### config.mk
export PLATFORM = sky130hd
export DESIGN_NAME = pfb_bridge_gate
export DESIGN_NICKNAME = d
export VERILOG_FILES = /design/src/rtl/pfb_pkg.sv /design/src/rtl/pfb_cfg.sv /design/src/rtl/pfb_phase_ctr.sv /design/src/rtl/pfb_leg_gate.sv /design/src/rtl/pfb_bridge_gate.sv
export SDC_FILE = /design/constraint.sdc
export NUM_CORES = 1
export LEC_CHECK = 0
export ABC_CLOCK_PERIOD_IN_PS = 18100
export BUFFER_PORTS_ARGS = -buffer_cell sky130_fd_sc_hd__buf_2
export CORE_UTILIZATION = 44
export CTS_BUF_LIST = sky130_fd_sc_hd__clkbuf_2
export CTS_CLUSTER_SIZE = 16
export DETAILED_ROUTE_END_ITERATION = 7
export GPL_ROUTABILITY_DRIVEN = 0
export SYNTH_ARGS = -nofsm -noshare
export SYNTH_HDL_FRONTEND = slang
export SYNTH_SLANG_ARGS = --single-unit
### constraint.sdc
create_clock -name clk -period 18.1 [get_ports clk]
set_clock_uncertainty 0.1 [all_clocks]
set_input_delay 0 -clock clk [delete_from_list [all_inputs] [get_ports clk]]
set_output_delay 0 -clock clk [all_outputs]
set_load 0.01 [all_outputs]
### src/rtl/pfb_pkg.sv
// Shared definitions for the phase-shifted bridge gate generator.
// Assumes: nothing beyond the types declared here.
package pfb_pkg;
    // Gate pair of one half-bridge leg.
    typedef struct packed {
        logic hi;
        logic lo;
    } leg_gate_t;

    // Leg indices; the leading leg has no shift.
    localparam int LEG_LEAD = 0;
    localparam int LEG_LAG  = 1;
    localparam int NUM_LEGS = 2;

    // Pulse-width fraction limits in hundredths.
    localparam int PCT_LO = 35;
    localparam int PCT_HI = 99;
endpackage

### src/rtl/pfb_cfg.sv
// Clamps the incoming settings and holds the active copy used by the
// counter and the legs. A new copy is taken only when load is high.
// Assumes: DT_MIN <= PER_MIN/2 - 1, so the deadtime clamp range is never empty.
module pfb_cfg #(
    parameter int CW      = 12,
    parameter int PW      = 7,
    parameter int PER_MIN = 8,
    parameter int DT_MIN  = 1
) (
    input  logic          clk,
    input  logic          rst_n,
    input  logic          load,
    input  logic [CW-1:0] per_i,
    input  logic [PW-1:0] pct_i,
    input  logic [CW-1:0] dta_i,
    input  logic [CW-1:0] dtb_i,
    output logic [CW-1:0] per_o,
    output logic [CW-1:0] half_o,
    output logic [CW-1:0] shift_o,
    output logic [CW-1:0] dta_o,
    output logic [CW-1:0] dtb_o
);
    import pfb_pkg::*;

    localparam int PRW = CW + PW;

    logic [CW-1:0]  per_c, half_c, shift_c, dta_c, dtb_c;
    logic [PW-1:0]  pct_c;
    logic [PRW-1:0] prod;

    // Bound a deadtime to [DT_MIN, h-1].
    function automatic logic [CW-1:0] clamp_dt(input logic [CW-1:0] d,
                                               input logic [CW-1:0] h);
        logic [CW-1:0] r;
        r = d;
        if (r < CW'(DT_MIN)) r = CW'(DT_MIN);
        if (r > h - CW'(1))  r = h - CW'(1);
        return r;
    endfunction

    // Clamp every setting and derive the half period and leg shift.
    always_comb begin
        per_c   = (per_i < CW'(PER_MIN)) ? CW'(PER_MIN) : per_i;
        half_c  = per_c >> 1;
        pct_c   = pct_i;
        if (pct_c < PW'(PCT_LO)) pct_c = PW'(PCT_LO);
        if (pct_c > PW'(PCT_HI)) pct_c = PW'(PCT_HI);
        prod    = {{PW{1'b0}}, half_c} * {{CW{1'b0}}, pct_c};
        shift_c = CW'(prod / PRW'(100));
        dta_c   = clamp_dt(dta_i, half_c);
        dtb_c   = clamp_dt(dtb_i, half_c);
    end

    // Hold the active settings; refresh only on load.
    always_ff @(posedge clk) begin
        if (!rst_n) begin
            per_o   <= CW'(PER_MIN);
            half_o  <= CW'(PER_MIN / 2);
            shift_o <= '0;
            dta_o   <= CW'(DT_MIN);
            dtb_o   <= CW'(DT_MIN);
        end else if (load) begin
            per_o   <= per_c;
            half_o  <= half_c;
            shift_o <= shift_c;
            dta_o   <= dta_c;
            dtb_o   <= dtb_c;
        end
    end


    hold_cfg_chk: assert property (@(posedge clk) disable iff (!rst_n)
        !load |=> ($stable(per_o) && $stable(shift_o) && $stable(dta_o) && $stable(dtb_o)));

    per_floor_chk: assert property (@(posedge clk) disable iff (!rst_n)
        per_o >= CW'(PER_MIN));

    dt_range_chk: assert property (@(posedge clk) disable iff (!rst_n)
        (dta_o >= CW'(DT_MIN)) && (dta_o < half_o) && (dtb_o >= CW'(DT_MIN)) && (dtb_o < half_o));

    shift_range_chk: assert property (@(posedge clk) disable iff (!rst_n)
        shift_o <= half_o);
endmodule

### src/rtl/pfb_phase_ctr.sv
// Period counter. It runs 0..per-1 while run is high and sits at 0
// while stopped. wrap marks the last count of a running period.
// Assumes: per >= 2 (guaranteed by the settings clamp).
module pfb_phase_ctr #(
    parameter int CW = 12
) (
    input  logic          clk,
    input  logic          rst_n,
    input  logic          run,
    input  logic [CW-1:0] per,
    output logic [CW-1:0] cnt,
    output logic          wrap
);
    // Flag the final count of the period.
    always_comb wrap = run && (cnt == per - CW'(1));

    // Advance, wrap, or park at zero.
    always_ff @(posedge clk) begin
        if (!rst_n || !run) cnt <= '0;
        else if (wrap)      cnt <= '0;
        else                cnt <= cnt + CW'(1);
    end


    restart_zero_chk: assert property (@(posedge clk) disable iff (!rst_n)
        !run |=> cnt == '0);

    cnt_in_range_chk: assert property (@(posedge clk) disable iff (!rst_n)
        cnt < per);
endmodule

### src/rtl/pfb_leg_gate.sv
// Gate pair for one half-bridge leg. The leg position is the period
// count delayed by shift. The high side conducts in [dt, half) and the
// low side in [half+dt, per). Outputs are registered and forced low
// while stopped.
// Assumes: shift <= half, 1 <= dt < half, cnt < per.
module pfb_leg_gate #(
    parameter int CW = 12
) (
    input  logic               clk,
    input  logic               rst_n,
    input  logic               run,
    input  logic [CW-1:0]      cnt,
    input  logic [CW-1:0]      per,
    input  logic [CW-1:0]      half,
    input  logic [CW-1:0]      shift,
    input  logic [CW-1:0]      dt,
    output pfb_pkg::leg_gate_t gate
);
    logic [CW:0] pos, half_x, dt_x;
    logic        hi_n, lo_n;

    // Leg position within the period and the two conduction windows.
    always_comb begin
        half_x = {1'b0, half};
        dt_x   = {1'b0, dt};
        if (cnt >= shift) pos = {1'b0, cnt} - {1'b0, shift};
        else              pos = {1'b0, cnt} + {1'b0, per} - {1'b0, shift};
        hi_n = (pos >= dt_x) && (pos < half_x);
        lo_n = (pos >= half_x + dt_x);
    end

    // Register the gates; all low when stopped.
    always_ff @(posedge clk) begin
        if (!rst_n || !run) gate <= '0;
        else                gate <= '{hi: hi_n, lo: lo_n};
    end


    no_shoot_chk: assert property (@(posedge clk) disable iff (!rst_n)
        !(gate.hi && gate.lo));

    lo_to_hi_gap_chk: assert property (@(posedge clk) disable iff (!rst_n)
        $fell(gate.lo) |-> !gate.hi);

    hi_to_lo_gap_chk: assert property (@(posedge clk) disable iff (!rst_n)
        $fell(gate.hi) |-> !gate.lo);
endmodule

### src/rtl/pfb_bridge_gate.sv
// Top of the phase-shifted bridge gate generator: settings holder, period
// counter and one gate generator per leg. The leading leg has zero shift.
// The lagging leg is shifted by the programmed pulse-width fraction of a
// half period.
// Assumes: burst_on and en are synchronous to clk.
module pfb_bridge_gate #(
    parameter int CW      = 12,
    parameter int PW      = 7,
    parameter int PER_MIN = 8,
    parameter int DT_MIN  = 1
) (
    input  logic          clk,
    input  logic          rst_n,
    input  logic          en,
    input  logic          burst_on,
    input  logic [CW-1:0] period_i,
    input  logic [PW-1:0] width_pct_i,
    input  logic [CW-1:0] dead_lead_i,
    input  logic [CW-1:0] dead_lag_i,
    output logic          lead_hi_o,
    output logic          lead_lo_o,
    output logic          lag_hi_o,
    output logic          lag_lo_o
);
    import pfb_pkg::*;

    logic          run, wrap;
    logic [CW-1:0] cnt, per_a, half_a, shift_a, dta_a, dtb_a;
    logic [CW-1:0] shift_v [NUM_LEGS];
    logic [CW-1:0] dt_v    [NUM_LEGS];
    leg_gate_t     gate_v  [NUM_LEGS];

    // Bridge switches only when both enable and burst gate are high.
    always_comb run = en && burst_on;

    pfb_cfg #(.CW(CW), .PW(PW), .PER_MIN(PER_MIN), .DT_MIN(DT_MIN)) u_cfg (
        .clk(clk), .rst_n(rst_n), .load(!run || wrap),
        .per_i(period_i), .pct_i(width_pct_i),
        .dta_i(dead_lead_i), .dtb_i(dead_lag_i),
        .per_o(per_a), .half_o(half_a), .shift_o(shift_a),
        .dta_o(dta_a), .dtb_o(dtb_a)
    );

    pfb_phase_ctr #(.CW(CW)) u_ctr (
        .clk(clk), .rst_n(rst_n), .run(run), .per(per_a),
        .cnt(cnt), .wrap(wrap)
    );

    // Per-leg shift and deadtime selection.
    always_comb begin
        shift_v[LEG_LEAD] = '0;
        shift_v[LEG_LAG]  = shift_a;
        dt_v[LEG_LEAD]    = dta_a;
        dt_v[LEG_LAG]     = dtb_a;
    end

    for (genvar g = 0; g < NUM_LEGS; g++) begin : g_leg
        pfb_leg_gate #(.CW(CW)) u_leg (
            .clk(clk), .rst_n(rst_n), .run(run), .cnt(cnt),
            .per(per_a), .half(half_a), .shift(shift_v[g]), .dt(dt_v[g]),
            .gate(gate_v[g])
        );
    end

    // Map leg gates to the output pins.
    always_comb begin
        lead_hi_o = gate_v[LEG_LEAD].hi;
        lead_lo_o = gate_v[LEG_LEAD].lo;
        lag_hi_o  = gate_v[LEG_LAG].hi;
        lag_lo_o  = gate_v[LEG_LAG].lo;
    end


    idle_low_chk: assert property (@(posedge clk) disable iff (!rst_n)
        !(en && burst_on) |=> !(lead_hi_o || lead_lo_o || lag_hi_o || lag_lo_o));

    burst_stop_chk: assert property (@(posedge clk) disable iff (!rst_n)
        (en && !burst_on) |=> !(lead_hi_o || lag_hi_o));
endmodule

==> metrics.yaml, run 1 <==
clocking:
  htreeDepth: 3
  postCtsSetupBuffers: 0
  root_buffer: "clkbuf_2"
  cts_tree: "done"
  ctsLongestPathBuffers: 2
  cts_sinks: 64
  ctsResizeCount: 0
  clk_pin_slew_ns: 0.23
  clock_latency_ns: 0.61
  cts_buffers: 9
  hold_buffers: 88
timing:
  setup-tns-final_ns: 0
  fin_crit_sh_pct: 77.13
  slew_violations: 0
  period_minus_slack_ns: 13.96
  rsz0062_at_grt: "false"
  finalHoldViolCount: 0
  slew_headroom_pct: 25.74
  setup_viol: 0
  worst_pin_slew_ns: 1.107
  max_freq_mhz: 71.63
synthesis:
  synth_area_mm2: 0.01299
  synthDominantCellAreaShare_pct: 18.30
  syn-mean-instance-area_um2: 7.587
  syn_inst: 1712
  async_flop_share_pct: 0
  synth.distinct_cells: 103
  synth_top_flop_cell: "dfxtp_1"
  ys_top_cells_by_area: "ha_1 18%, dfxtp_1 9.9%, fa_1 7.6%, inv_1 4.7%, nand2_1 4.5%"
  yosysSeqAreaShare_pct: 9.864
  ys_seq_elements: 64
  synth.top_cells.by_count: "190 x ha_1, 164 x inv_1, 154 x nand2_1"
  yosys.area.top_type: "ha_1"
  yosysMostFrequentCell: "ha_1"
  yosysWarnings: 0
  synth-edff-count: 0
finish:
  area_growth_syn_to_layout_pct: 11.70
  finish.net_count: 2075
  drive_above_1_share_pct: 6.800
  fin_area_mm2: 0.01451
run:
  cap_viol_max_count: 0
route:
  route.detailed.drc: 0
  vias_per_cell: 5.743
  first_pass_iters: 5
  ant_nets: 0
  drtIter0Drc: 789
  wl_um: 36440
  num_vias: 12513
  wl_per_cell_um: 16.72
critical_path:
  worst-path-buf-inv: 4
  worst_setup_path_start_kind: "primary input"
  critPathRequiredTime_ns: 18.54
  crit_top_cell: "fa_1"
  critPathKind: "in -> reg"
  ff2ff_path_depth: 32
  cp_top_family: "compound AO/OA/AOI/OAI gates"
  endpoint_kind: "flip-flop"
  path_depth: 40
  crit_fanout: 11
  max_stage_delay_ns: 0.90
  crit_arrival_ns: 14.40
  critical-path-slowest-cell: "nor3_1"
place:
  placed_cell_area_mm2: 0.01346
  hpwl_um: 28170
  io_buffers: 50
die:
  start_util_pct: 45.01
  io_pins: 51
  coreArea_mm2: 0.02886
  dieHeight_um: 173.8
  rows: 62
  die-area_mm2: 0.03021
  die_x_um: 173.8
global_routing:
  grt-ovfl-total: 0
  grt_usage_pct: 24.43
  antenna_found_initial: 1
  grt_max_degree: 58
  grt_pass1_wl_um: 60750
  grt_pass1_vias: 12333
worst_hold_path:
  min_path_type: "reg -> reg"
  hold_depth: 2
run_status:
  status: "complete, no violations"
[kinds of logic (layout without fill, tap and decap cells)]
family	after synthesis	count (layout)	synth area share, %
compound gates	492	492	27.02
buf+inv	247	328	7.331
mux	33	33	2.639
fa+ha+maj	241	241	26.01
other cells	1	3	0.02887
flops	64	64	9.864
simple gates	539	539	20.70
xor+xnor	95	95	6.406
[metrics by stage]
step	util (%)	hold WS (ns)	setup WS, ns	instances
5_1_grt	50.28	0.4281	3.160	2179
3_5_place_dp	46.65	0.2504	4.375	2074
4_1_cts	50.27	0.4001	4.464	2178
6_report	50.28	0.3963	4.139	2179
3_3_place_gp	46.65	0.2475	4.698	2074
2_1_floorplan	-	0.04121	6.434	1713
[layout by cell type (no fill, tap or decap), drive strengths merged, types with 9 or more instances in the layout]
cell         Yosys  final
nor2b           28     28
o31ai           13     13
xnor2           60     60
xor2            35     35
a21oi          112    112
a31oi           18     18
a211o           12     12
o2111ai          9      9
dlygate4sd3      0     88
nand2          154    154
a21boi          29     29
or2             12     12
o21a            19     19
nand4           25     25
nand3           37     37
ha             190    190
and2            32     32
nor3            34     34
a211oi          27     27
o21ai           78     78
clkbuf          69      9
inv            164    165
and3            29     29
nor4            17     17
o211a           13     13
nand2b          35     35
o211ai          18     18
dfxtp           64     64
nor2           108    108
mux2i           26     26
o21bai          27     27
buf             13     59
a21o            38     38
fa              49     49
[final timing paths]
kind	from	endpoint	slack, ns
max	period_i[10]	u_cfg.shift_o[0]	4.14
min reg2reg	u_cfg.shift_o[2]	u_cfg.shift_o[2]	0.40
max reg2reg	u_ctr.cnt[1]	g_leg[1].u_leg.gate[1]	11.63
min	u_cfg.shift_o[2]	u_cfg.shift_o[2]	0.40
[worst register-to-register path, delay by kind of cell, from the launching register on]
family / cells / cell delay [ns]
compound gates: 19 / 3.60
fa+ha+maj: 2 / 0.62
flops: 1 / 0.70
mux: 1 / 0.44
simple gates: 10 / 0.97
[metal layers]
metal / global-route usage (%) / routed length, um
met1: 31.28 / 16470
met2: 43.55 / 17850
met3: 1.798 / 1372
met4: 7.273 / 743
met5: 0 / 0
[registers in the layout, summed over array words and instances (netlist names)]
signal and flops:
u_cfg.per_o 12, u_cfg.dtb_o 12, g_leg.u_leg.gate 4, u_ctr.cnt 12
u_cfg.shift_o 12, u_cfg.dta_o 12
[cell type report]
| cell class | instances | area [um^2] |
|---|---|---|
| inverter | 165 | 619.3 |
| fill | 2854 | 14350 |
| clock buffer | 9 | 45.04 |
| clock inverter | 7 | 117.6 |
| tap | 384 | 480.5 |
| timing repair buffer | 147 | 1199 |
| antenna | 1 | 2.502 |
| multi-input combinational | 1402 | 10760 |
| sequential | 64 | 1281 |
Power of run 1 is not shown: default switching activity piles up to over one toggle a cycle in this logic, so the estimate is an artifact.
==> run 2: changes to the inputs <==
--- a/config.mk
+++ b/config.mk
@@ -5,7 +5,7 @@
 export SDC_FILE = /design/constraint.sdc
 export NUM_CORES = 1
 export LEC_CHECK = 0
-export ABC_CLOCK_PERIOD_IN_PS = 18100
+export ABC_CLOCK_PERIOD_IN_PS = 12750
 export BUFFER_PORTS_ARGS = -buffer_cell sky130_fd_sc_hd__buf_2
 export CORE_UTILIZATION = 44
 export CTS_BUF_LIST = sky130_fd_sc_hd__clkbuf_2
==> constraint.sdc (replaced) <==
create_clock -name clk -period 12.75 [get_ports clk]
set_clock_uncertainty 0.1 [all_clocks]
set_input_delay 0 -clock clk [delete_from_list [all_inputs] [get_ports clk]]
set_output_delay 0 -clock clk [all_outputs]
set_load 0.01 [all_outputs]
==> run 2 against run 1 <==
- register-to-register slack worse by 5.5 ns
- via count rose by 2.6%
- routed wire length up 3.5%
- sequential share of layout area fell by 0.14 points
- utilization up 0.84 points
- setup slack got worse by 3.7 ns
- global-route usage up 0.23 points
- clock-buffer cell count rose by 3
- die area unchanged
- cell count rose by 0.96%
- largest cell class unchanged
==> metrics.yaml, run 2 (synthesis results as in run 1) <==
die:
  rows: 62  # unchanged
  io_pins: 51  # unchanged
  start_util_pct: 45.01  # unchanged
  dieHeight_um: 173.8  # unchanged
  die_x_um: 173.8  # unchanged
  coreArea_mm2: 0.02886  # unchanged
  die-area_mm2: 0.03021  # unchanged
global_routing:
  grt-ovfl-total: 0  # unchanged
  grt_pass1_vias: 12340  # was 12,333
  grt_max_degree: 57  # was 58
  grt_usage_pct: 24.66  # was 24.43%
  grt_pass1_wl_um: 61270  # was 60,750 um
  antenna_found_initial: 1  # unchanged
timing:
  worst_pin_slew_ns: 0.8254  # was 1.107 ns
  setup_viol: 0  # unchanged
  max_freq_mhz: 81.45
  fin_crit_sh_pct: 96.30
  slew_headroom_pct: 44.58  # was 25.74%
  slew_violations: 0  # unchanged
  period_minus_slack_ns: 12.28
  finalHoldViolCount: 0  # unchanged
  timing.hold.ws_ns: 0.3907  # was 0.3963 ns
critical_path:
  crit_arrival_ns: 12.66  # was 14.40 ns
  critPathLaunch: "period_i[10]"  # unchanged
  r2r_slack_ns: 6.16  # was 11.63 ns
  critPathRequiredTime_ns: 13.13  # was 18.54 ns
  rr_startpoint: "u_ctr.cnt[1]"  # unchanged
  critical-path-slowest-cell: "or4_4"  # was nor3_1
  max_stage_delay_ns: 0.57  # was 0.90 ns
  critPathKind: "in -> reg"  # unchanged
  worst_setup_path_start_kind: "primary input"  # unchanged
  cp_top_family: "compound AO/OA/AOI/OAI gates"  # unchanged
  worst-path-buf-inv: 8  # was 4
  endpoint_kind: "flip-flop"  # unchanged
  crit_fanout: 11  # unchanged
route:
  drtIter0Drc: 829  # was 789
  route.detailed.drc: 0  # unchanged
  num_vias: 12843  # was 12,513
  first_pass_iters: 5  # unchanged
  wl_per_cell_um: 17.15  # was 16.72 um
  ant_nets: 0  # unchanged
  vias_per_cell: 5.838  # was 5.743
  wl_um: 37720  # was 36,440 um
clocking:
  htreeDepth: 3  # unchanged
  root_buffer: "clkbuf_2"  # unchanged
  clock_latency_ns: 0.58  # was 0.61 ns
  ctsLongestPathBuffers: 2  # unchanged
  cts_sinks: 64  # unchanged
  cts_buffers: 9  # unchanged
  cts_tree: "done"  # unchanged
  clk_pin_slew_ns: 0.20  # was 0.23 ns
place:
  hpwl_um: 28640  # was 28,170 um
  io_buffers: 50  # unchanged
  placed_cell_area_mm2: 0.01361  # was 0.01346 mm^2
  dp.cells: 2094  # was 2,074
worst_hold_path:
  min-delay-start: "u_cfg.shift_o[5]"  # was u_cfg.shift_o[2]
  min_path_type: "reg -> reg"  # unchanged
finish:
  finish.net_count: 2096  # was 2,075
  fin_area_mm2: 0.01475  # was 0.01451 mm^2
  final_cell_mix: "190 x ha_1, 164 x inv_1, 153 x nand2_1"  # was 190 x ha_1, 164 x inv_1, 154 x nand2_1
  multi_input_area_mm2: 0.01096  # was 0.01076 mm^2
  layout_commonest_cell: "ha_1"  # unchanged
  drive_above_1_share_pct: 9.697  # was 6.800%
  stdcell_count: 2200  # was 2,179
  area_growth_syn_to_layout_pct: 13.56  # was 11.70%
  nFillCells: 2821  # was 2,854
  seq_area_mm2: 0.001281  # unchanged
run_status:
  status: "complete, no violations"  # unchanged
run:
  cap_viol_max_count: 0  # unchanged
==> run 2: cell types whose count changed in the layout (fill, tap and decap cells not counted), sizes merged <==
cell | before | now
clkinvlp | 0 | 1
bufinv | 3 | 0
buf | 59 | 89
dlygate4sd3 | 88 | 78
clkbuf | 9 | 12
mux2i | 26 | 27
inv | 165 | 164
==> run 2: final cells by class <==
class / count / share of cell area (%)
Multi-Input combinational cell: 1403 / 74.32
Clock inverter: 4 / 0.1442
Antenna cell: 1 / 0.01696
Tap cell: 384 / 3.257
Inverter: 165 / 4.199
Clock buffer: 12 / 0.4072
Sequential cell: 64 / 8.686
Timing Repair Buffer: 167 / 8.974
==> run 2: final timing paths <==
kind,endpoint,cells after the start
worst max register to register,g_leg[1].u_leg.gate[1],31
worst min register to register,u_cfg.shift_o[5],2
worst max-delay path,u_cfg.shift_o[0],44
worst min-delay path,u_cfg.shift_o[5],2
==> run 2: routing by layer <==
metal / up-vias / GRT usage, % / wire length, um
met2: 414 / 43.63 / 18510
li1: 6339 / - / -
met5: - / 0 / 0
met1: 6022 / 31.79 / 16710
met4: 0 / 7.200 / 846
met3: 68 / 1.974 / 1651
==> run 2: what timing repair did <==
| item | 4_1_cts | 5_1_grt |
|---|---|---|
| hold buffers | 78 | 0 |
| resized for setup | 0 | 36 |
| endpoints found under the hold margin | 53 | 0 |
| buffers inserted | 0 | 10 |
| endpoints found under the setup margin | 0 | 3 |
==> run 2: per-stage QoR <==
stage,TNS (ns),util [%],worst slack [ns]
6_report,0,51.11,0.4722
5_1_grt,-0.04156,51.11,-0.04156
4_1_cts,0,50.16,0.2103
3_5_place_dp,0,47.17,0.1907
3_3_place_gp,0,47.17,0.4338
2_1_floorplan,0,-,1.084
==> run 2: worst reg2reg max path: cells and delay by family (launching register included) <==
kind | cells | cell delay, ns
compound gates | 20 | 4.22
fa+ha+maj | 2 | 0.71
flops | 1 | 0.69
simple gates | 9 | 0.82
Power of run 2 is left out for the same reason.
==> run 3: changes to the inputs <==
--- a/config.mk
+++ b/config.mk
@@ -12,6 +12,7 @@
 export CTS_CLUSTER_SIZE = 16
 export DETAILED_ROUTE_END_ITERATION = 7
 export GPL_ROUTABILITY_DRIVEN = 0
+export PLACE_DENSITY_LB_ADDON = 0.12
 export SYNTH_ARGS = -nofsm -noshare
 export SYNTH_HDL_FRONTEND = slang
 export SYNTH_SLANG_ARGS = --single-unit
==> run 3 against run 2 <==
- sequential share of layout area barely moved
- global-route usage rose by 0.58 points
- sequential cell count did not move
- highest routed layer unchanged
- cell count barely moved
- via count fell by 0.80%
- routed wire length rose by 0.47%
- final area rose by 0.33%
- critical path depth fell by 2
- hold slack got worse by 0.011 ns
==> metrics.yaml, run 3 (synthesis results as in run 1) <==
timing:
  worst_pin_slew_ns: 0.7772  # was 0.8254 ns
  fin_crit_sh_pct: 96.35  # was 96.30%
  setup_slack_ns: 0.4650  # was 0.4722 ns
  timing.hold.ws_ns: 0.3798  # was 0.3907 ns
  max_freq_mhz: 81.40  # was 81.45 MHz
  period_minus_slack_ns: 12.28  # about the same
  setup_viol: 0  # unchanged
  finalHoldViolCount: 0  # unchanged
  slew_headroom_pct: 47.82  # was 44.58%
  slew_violations: 0  # unchanged
finish:
  nFillCells: 2907  # was 2,821
  postLayoutCoreUtil_pct: 51.28  # was 51.11%
  finish.net_count: 2095  # was 2,096
  layout_commonest_cell: "ha_1"  # unchanged
  fin_area_mm2: 0.01480  # was 0.01475 mm^2
  multi_input_area_mm2: 0.01098  # was 0.01096 mm^2
  drive_above_1_share_pct: 10.14  # was 9.697%
  seq_area_mm2: 0.001281  # unchanged
  area_growth_syn_to_layout_pct: 13.94  # was 13.56%
  final_cell_mix: "190 x ha_1, 164 x inv_1, 154 x nand2_1"  # was 190 x ha_1, 164 x inv_1, 153 x nand2_1
worst_hold_path:
  min_path_type: "reg -> reg"  # unchanged
run_status:
  status: "complete, no violations"  # unchanged
global_routing:
  grt_pass1_wl_um: 62340  # was 61,270 um
  grt_usage_pct: 25.25  # was 24.66%
  grt-ovfl-total: 0  # unchanged
  antenna_found_initial: 1  # unchanged
  grt_max_degree: 58  # was 57
  grt_pass1_vias: 12388  # was 12,340
clocking:
  cts_buffers: 9  # unchanged
  cts_sinks: 64  # unchanged
  root_buffer: "clkbuf_2"  # unchanged
  cts_tree: "done"  # unchanged
  ctsLongestPathBuffers: 2  # unchanged
  clock_latency_ns: 0.58  # about the same
  clk_pin_slew_ns: 0.21  # was 0.20 ns
  htreeDepth: 3  # unchanged
critical_path:
  crit_arrival_ns: 12.67  # was 12.66 ns
  worst_setup_path_start_kind: "primary input"  # unchanged
  crit_top_cell: "fa_1"
  endpoint_kind: "flip-flop"  # unchanged
  max_stage_delay_ns: 0.56  # was 0.57 ns
  critPathRequiredTime_ns: 13.13  # about the same
  critical-path-slowest-cell: "or4_4"  # unchanged
  crit_fanout: 11  # unchanged
  critPathKind: "in -> reg"  # unchanged
route:
  vias_per_cell: 5.794  # was 5.838
  wl_per_cell_um: 17.23  # was 17.15 um
  wl_um: 37900  # was 37,720 um
  num_vias: 12740  # was 12,843
  route.detailed.drc: 0  # unchanged
  ant_nets: 0  # unchanged
  drtIter0Drc: 788  # was 829
  first_pass_iters: 8  # was 5
place:
  io_buffers: 50  # unchanged
  pre_cts_ws_ns: 0.1868  # was 0.1907 ns
  placed_cell_area_mm2: 0.01364  # was 0.01361 mm^2
  hpwl_um: 29180  # was 28,640 um
die:
  coreArea_mm2: 0.02886  # unchanged
  die_x_um: 173.8  # unchanged
  dieHeight_um: 173.8  # unchanged
  io_pins: 51  # unchanged
  die-area_mm2: 0.03021  # unchanged
  rows: 62  # unchanged
  start_util_pct: 45.01  # unchanged
run:
  cap_viol_max_count: 0  # unchanged
## run 3: cell types whose count changed in the layout (fill, tap and decap cells not counted), sizes merged
| cell | previous run | this run |
|---|---|---|
| bufinv | 0 | 2 |
| clkinv | 4 | 5 |
| clkbuf | 12 | 9 |
| dlygate4sd3 | 78 | 73 |
| buf | 89 | 93 |
## run 3: critical path, delay by kind of cell
family,cells,cell delay (ns)
AO/OA/AOI/OAI,21,5.44
XOR/XNOR,1,0.27
adder cells (fa/ha/maj),5,2.38
buffers and inverters,6,1.21
multiplexers,1,0.27
AND/OR/NAND/NOR,8,3.06
## run 3: cell type report
| cell class | count | area share [%] |
|---|---|---|
| well taps | 384 | 3.247 |
| multi-input cells | 1403 | 74.20 |
| diodes | 1 | 0.01691 |
| clock buffers | 9 | 0.3044 |
| flip-flops and latches | 64 | 8.657 |
| inverters | 165 | 4.185 |
| repair buffers | 166 | 8.810 |
| clock inverters | 7 | 0.5834 |
## run 3: path summary, 6_finish.rpt
path | start | to | slack (ns) | cells after the start
min | u_cfg.shift_o[5] | u_cfg.shift_o[5] | 0.38 | 2
max reg2reg | u_ctr.cnt[1] | g_leg[1].u_leg.gate[1] | 6.27 | 30
max | period_i[9] | u_cfg.shift_o[0] | 0.47 | 42
min reg2reg | u_cfg.shift_o[5] | u_cfg.shift_o[5] | 0.38 | 2
## run 3: metal layers
| layer | GRT usage [%] | part of all wire (%) | vias to the layer above |
|---|---|---|---|
| met2 | 43.37 | 47 | 345 |
| met5 | 0 | 0 | - |
| met1 | 32.78 | 45 | 5996 |
| met3 | 2.303 | 4.6 | 73 |
| met4 | 9.101 | 2.8 | 0 |
| li1 | - | - | 6326 |
## run 3: timing repair
| action | 4_1_cts | 5_1_grt |
|---|---|---|
| hold buffers | 73 | 0 |
| gates resized for setup | 0 | 40 |
| setup buffers | 0 | 11 |
| endpoints found under the setup margin | 0 | 3 |
| endpoints found under the hold margin | 53 | 0 |
## run 3: through the flow
stage / instances / setup TNS (ns)
3_5_place_dp: 2097 / 0
3_3_place_gp: 2097 / 0
2_1_floorplan: 1713 / 0
5_1_grt: 2199 / -0.04221
4_1_cts: 2186 / 0
6_report: 2199 / 0
Power of run 3 is left out for the same reason.
